[src/rtl/tx_dma_pkg.sv]
package tx_dma_pkg;
  localparam int unsigned REG_W = 16;

  // control word bit positions
  localparam int unsigned C_EN    = 0;
  localparam int unsigned C_CIRC  = 1;
  localparam int unsigned C_THR   = 2;
  localparam int unsigned C_SWAB  = 4;
  localparam int unsigned C_CLRAB = 5;
  localparam int unsigned C_ABORT = 8;
  localparam int unsigned C_FULL  = 9;
  localparam int unsigned C_ACT   = 10;
  // status word bit positions
  localparam int unsigned S_MASK  = 8;
  localparam int unsigned S_OPEN  = 15;

  typedef enum logic [1:0] {ST_IDLE, ST_DESC, ST_XFER, ST_DRAIN} seq_state_e;

  typedef struct packed {
    logic       en;
    logic       circ;
    logic [1:0] thr;
    logic       inv_mask;
  } cfg_t;

  // quarter steps, top code leaves one sixteenth
  function automatic int unsigned thr_bytes(logic [1:0] code, int unsigned depth);
    return (code == 2'b11) ? depth - depth / 16 : (int'(code) + 1) * depth / 4;
  endfunction
endpackage

[src/rtl/tx_dma_regs.sv]
module tx_dma_regs
  import tx_dma_pkg::*;
#(
  parameter int unsigned CNT_W = 7
) (
  input  logic             clk_i,
  input  logic             rst_ni,
  input  logic             wr_i,
  input  logic             sel_i,
  input  logic [REG_W-1:0] wdata_i,
  output logic [REG_W-1:0] rdata_o,
  output cfg_t             cfg_o,
  input  logic             abort_evt_i,
  input  logic             done_evt_i,
  input  logic             active_i,
  input  logic             open_i,
  input  logic [CNT_W-1:0] level_i,
  output logic             abort_o,
  output logic             abort_set_o,
  output logic             clr_pulse_o,
  output logic             full_o
);
  logic en_q, circ_q, mask_q, abort_q, full_q, clr_q;
  logic [1:0] thr_q;
  logic wr_ctrl, wr_stat, sw_abort, full_w1c;
  logic unused_wbits;

  assign wr_ctrl  = wr_i && !sel_i;
  assign wr_stat  = wr_i && sel_i;
  assign sw_abort = wr_ctrl && wdata_i[C_SWAB];
  assign full_w1c = wr_ctrl && wdata_i[C_FULL];
  assign unused_wbits = ^{wdata_i[15:10], wdata_i[7:6]};

  assign abort_set_o = abort_evt_i || sw_abort;

  always_ff @(posedge clk_i or negedge rst_ni) begin
    if (!rst_ni) begin
      en_q    <= 1'b0;
      circ_q  <= 1'b0;
      thr_q   <= 2'b00;
      mask_q  <= 1'b0;
      abort_q <= 1'b0;
      full_q  <= 1'b0;
      clr_q   <= 1'b0;
    end else begin
      if (wr_ctrl) begin
        en_q   <= wdata_i[C_EN];
        circ_q <= wdata_i[C_CIRC];
        thr_q  <= wdata_i[C_THR +: 2];
      end
      if (wr_stat) mask_q <= wdata_i[S_MASK];
      clr_q <= wr_ctrl && wdata_i[C_CLRAB];
      // set wins over clear
      if (abort_set_o)  abort_q <= 1'b1;
      else if (clr_q)   abort_q <= 1'b0;
      if (done_evt_i)   full_q  <= 1'b1;
      else if (full_w1c) full_q <= 1'b0;
    end
  end

  always_comb begin
    rdata_o = '0;
    if (!sel_i) begin
      rdata_o[C_EN]       = en_q;
      rdata_o[C_CIRC]     = circ_q;
      rdata_o[C_THR +: 2] = thr_q;
      rdata_o[C_ABORT]    = abort_q;
      rdata_o[C_FULL]     = full_q;
      rdata_o[C_ACT]      = active_i;
    end else begin
      rdata_o[CNT_W-1:0]  = level_i;
      rdata_o[S_MASK]     = mask_q;
      rdata_o[S_OPEN]     = open_i;
    end
  end

  assign cfg_o       = '{en: en_q, circ: circ_q, thr: thr_q, inv_mask: mask_q};
  assign abort_o     = abort_q;
  assign clr_pulse_o = clr_q;
  assign full_o      = full_q;
endmodule

[src/rtl/tx_dma_level.sv]
module tx_dma_level
  import tx_dma_pkg::*;
#(
  parameter int unsigned FIFO_BYTES = 64,
  parameter int unsigned CNT_W      = $clog2(FIFO_BYTES + 1)
) (
  input  logic             clk_i,
  input  logic             rst_ni,
  input  logic             add_i,
  input  logic [CNT_W-1:0] add_len_i,
  input  logic             take_i,
  input  logic             flush_i,
  input  logic [1:0]       thr_i,
  output logic [CNT_W-1:0] level_o,
  output logic [CNT_W-1:0] free_o,
  output logic             room_ok_o
);
  logic [CNT_W-1:0] lvl_q;
  logic [CNT_W-1:0] thr_tab [4];
  logic             take;

  for (genvar g = 0; g < 4; g++) begin : g_thr
    assign thr_tab[g] = CNT_W'(thr_bytes(2'(g), FIFO_BYTES));
  end

  assign take = take_i && (lvl_q != '0);

  always_ff @(posedge clk_i or negedge rst_ni) begin
    if (!rst_ni)      lvl_q <= '0;
    else if (flush_i) lvl_q <= '0;
    else              lvl_q <= lvl_q + (add_i ? add_len_i : '0) - CNT_W'(take);
  end

  assign level_o   = lvl_q;
  assign free_o    = CNT_W'(FIFO_BYTES) - lvl_q;
  assign room_ok_o = free_o >= thr_tab[thr_i];
endmodule

[src/rtl/tx_dma_seq.sv]
module tx_dma_seq
  import tx_dma_pkg::*;
#(
  parameter int unsigned IDX_W = 4,
  parameter int unsigned LEN_W = 12,
  parameter int unsigned CNT_W = 7
) (
  input  logic             clk_i,
  input  logic             rst_ni,
  input  cfg_t             cfg_i,
  input  logic             abort_i,
  input  logic             abort_set_i,
  input  logic             full_i,
  input  logic             room_ok_i,
  input  logic [CNT_W-1:0] free_i,
  input  logic             lvl_zero_i,
  output logic             desc_req_o,
  output logic [IDX_W-1:0] desc_idx_o,
  input  logic             desc_ack_i,
  input  logic [LEN_W-1:0] desc_len_i,
  input  logic             desc_inv_i,
  input  logic             desc_eot_i,
  output logic             fetch_req_o,
  output logic [CNT_W-1:0] fetch_len_o,
  input  logic             fetch_ack_i,
  input  logic             fetch_retry_i,
  input  logic             fetch_err_i,
  output logic             add_o,
  output logic [CNT_W-1:0] add_len_o,
  output logic             done_o,
  output logic             bus_err_o,
  output logic             active_o,
  output logic             open_o
);
  seq_state_e       st_q;
  logic [IDX_W-1:0] idx_q;
  logic [LEN_W-1:0] rem_q;
  logic             eot_q, req_q, open_q, stale_q;
  logic [CNT_W-1:0] len_q, chunk;
  logic             halt, start_ok, f_ack, f_err, issue, skip;

  assign halt     = abort_i || abort_set_i;
  assign start_ok = cfg_i.en && !halt && !full_i && !open_q && !req_q;
  assign f_ack    = req_q && fetch_ack_i;
  assign f_err    = req_q && fetch_err_i;
  assign chunk    = (rem_q < LEN_W'(free_i)) ? CNT_W'(rem_q) : free_i;
  assign issue    = (st_q == ST_XFER) && !req_q && (rem_q != '0) && room_ok_i && !halt;
  assign skip     = desc_inv_i && !cfg_i.inv_mask;

  always_ff @(posedge clk_i or negedge rst_ni) begin
    if (!rst_ni) begin
      st_q  <= ST_IDLE;
      idx_q <= '0;
      rem_q <= '0;
      eot_q <= 1'b0;
    end else if (halt) begin
      st_q  <= ST_IDLE;
      idx_q <= '0;
      rem_q <= '0;
    end else begin
      unique case (st_q)
        ST_IDLE: if (start_ok) begin
          st_q  <= ST_DESC;
          idx_q <= '0;
        end
        ST_DESC: if (desc_ack_i) begin
          rem_q <= skip ? '0 : desc_len_i;
          eot_q <= desc_eot_i;
          st_q  <= ST_XFER;
        end
        ST_XFER: begin
          if (f_ack) begin
            rem_q <= rem_q - LEN_W'(len_q);
          end else if (rem_q == '0 && !req_q) begin
            if (!eot_q) begin
              idx_q <= idx_q + 1'b1;
              st_q  <= ST_DESC;
            end else if (cfg_i.circ) begin
              idx_q <= '0;
              st_q  <= ST_DESC;
            end else begin
              st_q  <= ST_DRAIN;
            end
          end
        end
        ST_DRAIN: if (lvl_zero_i) st_q <= ST_IDLE;
        default: st_q <= ST_IDLE;
      endcase
    end
  end

  // outstanding bus cycle tracking
  always_ff @(posedge clk_i or negedge rst_ni) begin
    if (!rst_ni) begin
      req_q   <= 1'b0;
      len_q   <= '0;
      open_q  <= 1'b0;
      stale_q <= 1'b0;
    end else begin
      if (issue) begin
        req_q <= 1'b1;
        len_q <= chunk;
      end else if (f_ack || f_err) begin
        req_q <= 1'b0;
      end
      if (f_ack || f_err)              open_q <= 1'b0;
      else if (req_q && fetch_retry_i) open_q <= 1'b1;
      if (f_ack || f_err)              stale_q <= 1'b0;
      else if (req_q && halt)          stale_q <= 1'b1;
    end
  end

  assign desc_req_o  = (st_q == ST_DESC);
  assign desc_idx_o  = idx_q;
  assign fetch_req_o = req_q;
  assign fetch_len_o = len_q;
  assign add_o       = f_ack && !stale_q && !halt;
  assign add_len_o   = len_q;
  assign done_o      = (st_q == ST_DRAIN) && lvl_zero_i && !halt;
  assign bus_err_o   = f_err;
  assign active_o    = (st_q != ST_IDLE);
  assign open_o      = open_q;
endmodule

[src/rtl/tx_dma_ctrl.sv]
module tx_dma_ctrl
  import tx_dma_pkg::*;
#(
  parameter int unsigned FIFO_BYTES = 64,
  parameter int unsigned IDX_W      = 4,
  parameter int unsigned LEN_W      = 12,
  localparam int unsigned CNT_W     = $clog2(FIFO_BYTES + 1)
) (
  input  logic             clk_i,
  input  logic             rst_ni,
  input  logic             reg_wr_i,
  input  logic             reg_sel_i,
  input  logic [15:0]      reg_wdata_i,
  output logic [15:0]      reg_rdata_o,
  output logic             desc_req_o,
  output logic [IDX_W-1:0] desc_idx_o,
  input  logic             desc_ack_i,
  input  logic [LEN_W-1:0] desc_len_i,
  input  logic             desc_inv_i,
  input  logic             desc_eot_i,
  output logic             fetch_req_o,
  output logic [CNT_W-1:0] fetch_len_o,
  input  logic             fetch_ack_i,
  input  logic             fetch_retry_i,
  input  logic             fetch_err_i,
  output logic             byte_valid_o,
  input  logic             byte_take_i,
  input  logic             contention_i
);
  cfg_t             cfg;
  logic [CNT_W-1:0] level, free, add_len;
  logic             room_ok, add, done, bus_err, active, open;
  logic             abort_q, abort_set, clr_pulse, full_q;

  tx_dma_regs #(.CNT_W(CNT_W)) i_regs (
    .clk_i       (clk_i),
    .rst_ni      (rst_ni),
    .wr_i        (reg_wr_i),
    .sel_i       (reg_sel_i),
    .wdata_i     (reg_wdata_i),
    .rdata_o     (reg_rdata_o),
    .cfg_o       (cfg),
    .abort_evt_i (bus_err || contention_i),
    .done_evt_i  (done),
    .active_i    (active),
    .open_i      (open),
    .level_i     (level),
    .abort_o     (abort_q),
    .abort_set_o (abort_set),
    .clr_pulse_o (clr_pulse),
    .full_o      (full_q)
  );

  tx_dma_level #(.FIFO_BYTES(FIFO_BYTES), .CNT_W(CNT_W)) i_level (
    .clk_i     (clk_i),
    .rst_ni    (rst_ni),
    .add_i     (add),
    .add_len_i (add_len),
    .take_i    (byte_take_i && !abort_q),
    .flush_i   (abort_set || abort_q),
    .thr_i     (cfg.thr),
    .level_o   (level),
    .free_o    (free),
    .room_ok_o (room_ok)
  );

  tx_dma_seq #(.IDX_W(IDX_W), .LEN_W(LEN_W), .CNT_W(CNT_W)) i_seq (
    .clk_i         (clk_i),
    .rst_ni        (rst_ni),
    .cfg_i         (cfg),
    .abort_i       (abort_q),
    .abort_set_i   (abort_set),
    .full_i        (full_q),
    .room_ok_i     (room_ok),
    .free_i        (free),
    .lvl_zero_i    (level == '0),
    .desc_req_o    (desc_req_o),
    .desc_idx_o    (desc_idx_o),
    .desc_ack_i    (desc_ack_i),
    .desc_len_i    (desc_len_i),
    .desc_inv_i    (desc_inv_i),
    .desc_eot_i    (desc_eot_i),
    .fetch_req_o   (fetch_req_o),
    .fetch_len_o   (fetch_len_o),
    .fetch_ack_i   (fetch_ack_i),
    .fetch_retry_i (fetch_retry_i),
    .fetch_err_i   (fetch_err_i),
    .add_o         (add),
    .add_len_o     (add_len),
    .done_o        (done),
    .bus_err_o     (bus_err),
    .active_o      (active),
    .open_o        (open)
  );

  assign byte_valid_o = (level != '0) && !abort_q;
endmodule

[config.mk]
export PLATFORM = sky130hd
export DESIGN_NAME = tx_dma_ctrl
export DESIGN_NICKNAME = d
export VERILOG_FILES = /design/src/rtl/tx_dma_pkg.sv /design/src/rtl/tx_dma_regs.sv /design/src/rtl/tx_dma_level.sv /design/src/rtl/tx_dma_seq.sv /design/src/rtl/tx_dma_ctrl.sv
export SDC_FILE = /design/constraint.sdc
export NUM_CORES = 1
export LEC_CHECK = 0
export BUFFER_PORTS_ARGS = -buffer_cell sky130_fd_sc_hd__buf_2
export CAP_MARGIN = 15
export CORE_MARGIN = 3
export CORE_UTILIZATION = 45
export CTS_CLUSTER_SIZE = 8
export DETAILED_ROUTE_END_ITERATION = 6
export HOLD_SLACK_MARGIN = 0.1
export PLACE_DENSITY = 0.74
export SLEW_MARGIN = 25
export SYNTH_ARGS = -nofsm -noshare
export SYNTH_HDL_FRONTEND = slang
export SYNTH_SLANG_ARGS = --single-unit
[constraint.sdc]
create_clock -name clk_i -period 4.3 [get_ports clk_i]
set_input_delay 0.645 -clock clk_i [delete_from_list [all_inputs] [get_ports clk_i]]
set_output_delay 0.645 -clock clk_i [all_outputs]
set_load 0.05 [all_outputs]
======== Yosys cells after proc, flatten, opt, wreduce, memory -nomap -nowiden ========
Index checks and enable logic that the tools add are counted.
W data, S select, Z words.
word-level totals
  output and inout bits ................... 30
  input port bits ......................... 40
  word-level logic and storage cells ...... 133
  register bits ........................... 44
operators by class
  equal/unequal tests ..................... 10
  bitwise gates (word level) .............. 2
  multiplexer cells ....................... 42
  magnitude comparators ................... 3
  reduce and logical (&&, ||, !) cells .... 55
  add/sub/neg operators ................... 5
operators by type and width
  cell                   count
  $mux W12               4
  $mux W7                5
  $mux W4                7
  $logic_and A1 B1 Y1    26
  $pmux W12 S2           1
  $mux W2                9
  $bmux W7 S2            1
  $logic_not A12 Y1      1
  $lt A12 B7 Y1          1
  $mux W1                12
  $ne A3 B1 Y1 const B   4
  $reduce_bool A12 Y1    1
  $reduce_bool A2 Y1     6
  $sub A12 B7 Y12        1
  $reduce_and A5 Y1      2
  $logic_not A1 Y1       8
  $pmux W2 S4            1
  $pmux W4 S2            1
  $add A7 B7 Y7          1
  $ge A7 B7 Y1           1
  $logic_not A7 Y1       1
  $reduce_bool A7 Y1     1
  $sub A7 B1 Y7          1
  $sub A7 B7 Y7 const A  1
  other kinds (13)       20

======== Depth between registers and ports, before layout ========
  depth after elaboration ................. 13
  depth in mapped cells ................... 18
  depth with buffers taken out ............ 18

======== By module ========
A second synthesis with hierarchy kept.
second synthesis, totals
  cells, all modules ...................... 416
  area total of the unflattened synthesis .. 3,594.7 sq um
modules (own cells, without submodules)
  module        sequential area each (sq um)  instances  area each (sq um)  cells an instance
  tx_dma_seq    725.7                         1          2,160.8            257
  tx_dma_level  175.2                         1          885.8              108
  tx_dma_regs   200.2                         1          496.7              44
  tx_dma_ctrl   0.0                           1          51.3               7

======== Least setup slack after synthesis ========
Ideal clock, no wire load.
  path type ............................... flip-flop to flip-flop
  start point ............................. register i_level.lvl_q[0] (netlist: i_level.level_o[0])
  end point ............................... register i_level.lvl_q[6] (netlist: i_level.level_o[6])
  setup slack ............................. 0.934 ns
  cell stages (with the launch flop) ...... 19
  data required time ...................... 4.168 ns
  data arrival time ....................... 3.234 ns
  library setup time ...................... 0.132 ns
  period minus slack after synthesis ...... 3.366 ns
  path buffers ............................ 0
  cells stage by stage .................... dfrtp_1 -> inv_1 -> ha_1 -> nand2_1 -> nor4_1 -> nor2b_1 -> nor2_1 -> and2_1 -> ha_1 -> inv_1 -> ha_1 -> inv_1 -> fa_1 -> nor2b_1 -> o21ai_0 -> nand2b_1 -> a31oi_1 -> xnor2_1 -> nor2_1
on the way
  longest elaborated chain between the ends .. 4
  elaborated cells on any way between the ends .. 5
  those cells by class .................... 2 x add/sub; 1 x mux; 2 x reduce/logical
ends and longest elaborated chain
  item                                                                   line                RTL
  start, declared                                                        tx_dma_level.sv:18  logic [CNT_W-1:0] lvl_q;
  start signal, assigned                                                 tx_dma_level.sv:31  else lvl_q <= lvl_q + (add_i ? add_len_i : '0) - CNT_W'(take);
  parallel branches: the longest is 2 deep, another holds $add A7 B7 Y7  -
  $sub A7 B1 Y7 (*)                                                      tx_dma_level.sv:31
  $mux W7 (*)                                                            tx_dma_level.sv:30  else if (flush_i) lvl_q <= '0;
Mark *: on every way between the ends.
A chain may end at the register's enable or synchronous reset.

======== Worst setup path in the final report ========
Ends and elaborated chain as after synthesis.

==> results.cfg <==
[clock_network]
cts_hold_buf = 0
tritoncts = yes
htree_levels = 2
post-cts-setup-buffer-count = 0
clk_latency_ps = 300
clk_path_buf_depth = 2
numCtsBuffers = 5
clockRootBuffer = clkbuf_8
cts.sinks = 44
clk_pin_slew_ps = 80
post_cts_resized = 0

[timing]
post-route-period-util_pct = 83.5
period_needed_ps = 3590
hold_viol = 0
skew_ps = 3.32
tns_ps = 0
finalSetupViolations = 0
max_slew_margin_pct = 43.8
rsz0062_at_grt = no
finalMaxSlewViolations = 0
worstMarginPinSlew_ps = 841
fmax_ghz = 0.278

[routing]
viasPerCell = 5.34
ant_nets = 0
route.detailed.wl_per_inst_um = 14.6
vias = 2894
drtIter0Drc = 172
drt-pass1-iter-count = 4
drc = 0
wl_um = 7900

[yosys]
synth_flop_cell = dfrtp_1
synthesis.area_um2 = 3420
synth_top_area_share_pct = 32.2
ys_seq_area_share_pct = 32.2
async_flop_share_pct = 100
yosys.area.top_type = dfrtp_1
synth_area_leaders = dfrtp_1, ha_1, mux2_2
yosys.area_share.simple_pct = 20.8
syn_area_per_cell_um2 = 8.75
synth_xor_area_share_pct = 3.33
synth_compound_area_share_pct = 14.8
synth_top_family_by_area = simple AND/OR/NAND/NOR gates
ys_types = 54
synthAdderAreaFrac_pct = 12.5
synth_edf_count = 0
synth_mux_area_share_pct = 9.03
yosys_register_bits = 44
syn_inst = 391
ys.warnings.count = 0

[critical_path]
required_ps = 4490
start_kind = register
crit_type = register to register
worst_setup_path_end_kind = register
worst-path-max-fanout = 4
cp.arrival_ps = 3780

[global_route]
grtUsageTotal_pct = 19.4
globalRoute.totalOverflow = 0
grt_pass1_wl_um = 13400
grt_max_degree = 45
first_global_vias = 2801
antenna_found_initial = 0

[power]
leakage_nw = 1.91
p_per_area_nw_per_um2 = 235
vdd_drop_max_uv = 131

[floorplanning]
dieHeight_um = 93.2
pin_count = 70
core_area_um2 = 7330
fp.dieArea_um2 = 8690
die_w_um = 93.2
core.rowCount = 31
start_util_pct = 46.7

[final_layout]
final_cell_mix = buf_2, dfrtp_1, inv_1
areaGrowthSynthToFinish_pct = 13.6
n_fill_cell = 679
fin_nets = 515
final_common_cell = buf_2
drive_above_1_share_pct = 20.8
post-route-cell-area_um2 = 3890
diodes = 0
fin_util_pct = 53.0

[placed_design]
port_buffers = 56
place.gp.congestion = 0.883
placed_cell_area_um2 = 3760
dp_hpwl_um = 6190

[flow_run]
drv_cap = 0

[worst_hold_path]
hold_path_class = input port to asynchronous set/reset pin

[outcome]
status = complete, no violations
state kept, by name (all words and copies together), names as in the netlist:
signal / count
i_level.level_o: 7
i_regs.abort_o: 1
i_regs.circ_q: 1
i_regs.clr_pulse_o: 1
i_regs.en_q: 1
i_regs.full_o: 1
i_regs.mask_q: 1
i_regs.thr_q: 2
i_seq.add_len_o: 7
i_seq.desc_idx_o: 4
i_seq.eot_q: 1
i_seq.fetch_req_o: 1
i_seq.open_o: 1
i_seq.rem_q: 12
i_seq.st_q: 2
i_seq.stale_q: 1
Yosys cell counts (3+ instances only):
| master | count |
|---|---|
| mux2_2 | 15 |
| xnor2_1 | 9 |
| xor2_1 | 4 |
| nor2b_1 | 12 |
| a211oi_1 | 3 |
| nor4_1 | 5 |
| nor3_1 | 9 |
| o21bai_1 | 3 |
| nand2_1 | 36 |
| a21oi_1 | 16 |
| a21o_1 | 5 |
| nand3_1 | 13 |
| a22o_1 | 3 |
| nor3b_1 | 3 |
| a31oi_1 | 5 |
| nand3b_1 | 3 |
| nor3_2 | 3 |
| ha_1 | 31 |
| o21ai_1 | 3 |
| inv_1 | 40 |
| mux2i_1 | 14 |
| clkbuf_1 | 10 |
| o21ai_0 | 22 |
| nand2b_1 | 7 |
| buf_4 | 5 |
| and2_1 | 9 |
| dfrtp_1 | 44 |
| nor2_1 | 29 |
routing by layer:
metal / wire, um / part of all wire [%] / global-route usage (%) / vias to the layer above
li1: - / - / - / 1443
met1: 3670 / 46 / 25.7 / 1345
met2: 3650 / 46 / 31.7 / 92
met3: 436 / 5.5 / 3.62 / 14
met4: 138 / 1.7 / 6.72 / 0
met5: 0 / 0 / 0 / -
cell families (layout without fill, tap and decap cells):
| group | after synthesis | after routing |
|---|---|---|
| flops | 44 | 44 |
| xor+xnor | 13 | 13 |
| simple gates | 137 | 137 |
| other cells | 1 | 5 |
| fa+ha+maj | 33 | 33 |
| mux | 29 | 29 |
| buf+inv | 59 | 107 |
| compound gates | 75 | 75 |
stage by stage:
step	hold WS (ps)	worst slack (ps)	cells	total power [mW]
floorplan	349	934	395	0.530
global placement	429	830	534	0.568
detailed placement	419	706	534	0.571
CTS	446	690	542	0.924
global route	375	332	542	0.959
finish	322	709	542	0.913
worst max-delay path: stages (launching register included):
cell      delay (ps)
dfrtp_1          440
inv_1            140
ha_1             220
nand2_1           90
nor4_1           310
nor2b_1          350
nor2_1           140
and2_1           180
ha_1             270
inv_1             60
ha_1             160
inv_1             60
fa_1             370
nor2b_1          160
o21ai_0          100
nand2b_1         110
a31oi_1          110
xnor2_1          150
nor2_1            50
power breakdown:
part           switching, mW  internal [mW]
combinational         0.0817         0.0454
clock                  0.146          0.205
sequential            0.0119          0.423
cell type report:
| type | count | area [um^2] | share of cell area (%) |
|---|---|---|---|
| clock buffers | 7 | 96.3 | 2.48 |
| clock inverters | 1 | 30.0 | 0.772 |
| inverters | 41 | 154 | 3.96 |
| multi-input cells | 292 | 2090 | 53.6 |
| flip-flops and latches | 44 | 1100 | 28.3 |
| well taps | 99 | 124 | 3.19 |
| repair buffers | 58 | 298 | 7.66 |
final timing paths:
check                                             start                            to  slack [ps]  cells after the start
hold / removal                                   rst_ni  i_level.level_o[3]$_DFF_PN0_         320                      1
setup reg to reg           i_level.level_o[0]$_DFF_PN0_  i_level.level_o[6]$_DFF_PN0_         710                     18
hold reg to reg            i_regs.clr_pulse_o$_DFF_PN0_    i_regs.abort_o$_DFFE_PN0P_         440                      1
setup / recovery           i_level.level_o[0]$_DFF_PN0_  i_level.level_o[6]$_DFF_PN0_         710                     18
min in group clk_i         i_regs.clr_pulse_o$_DFF_PN0_    i_regs.abort_o$_DFFE_PN0P_         440                      1
max in group asynchronous                        rst_ni    i_seq.rem_q[5]$_DFFE_PN0P_        3560                      1
Note: power is estimated with default switching activity, not from simulation.
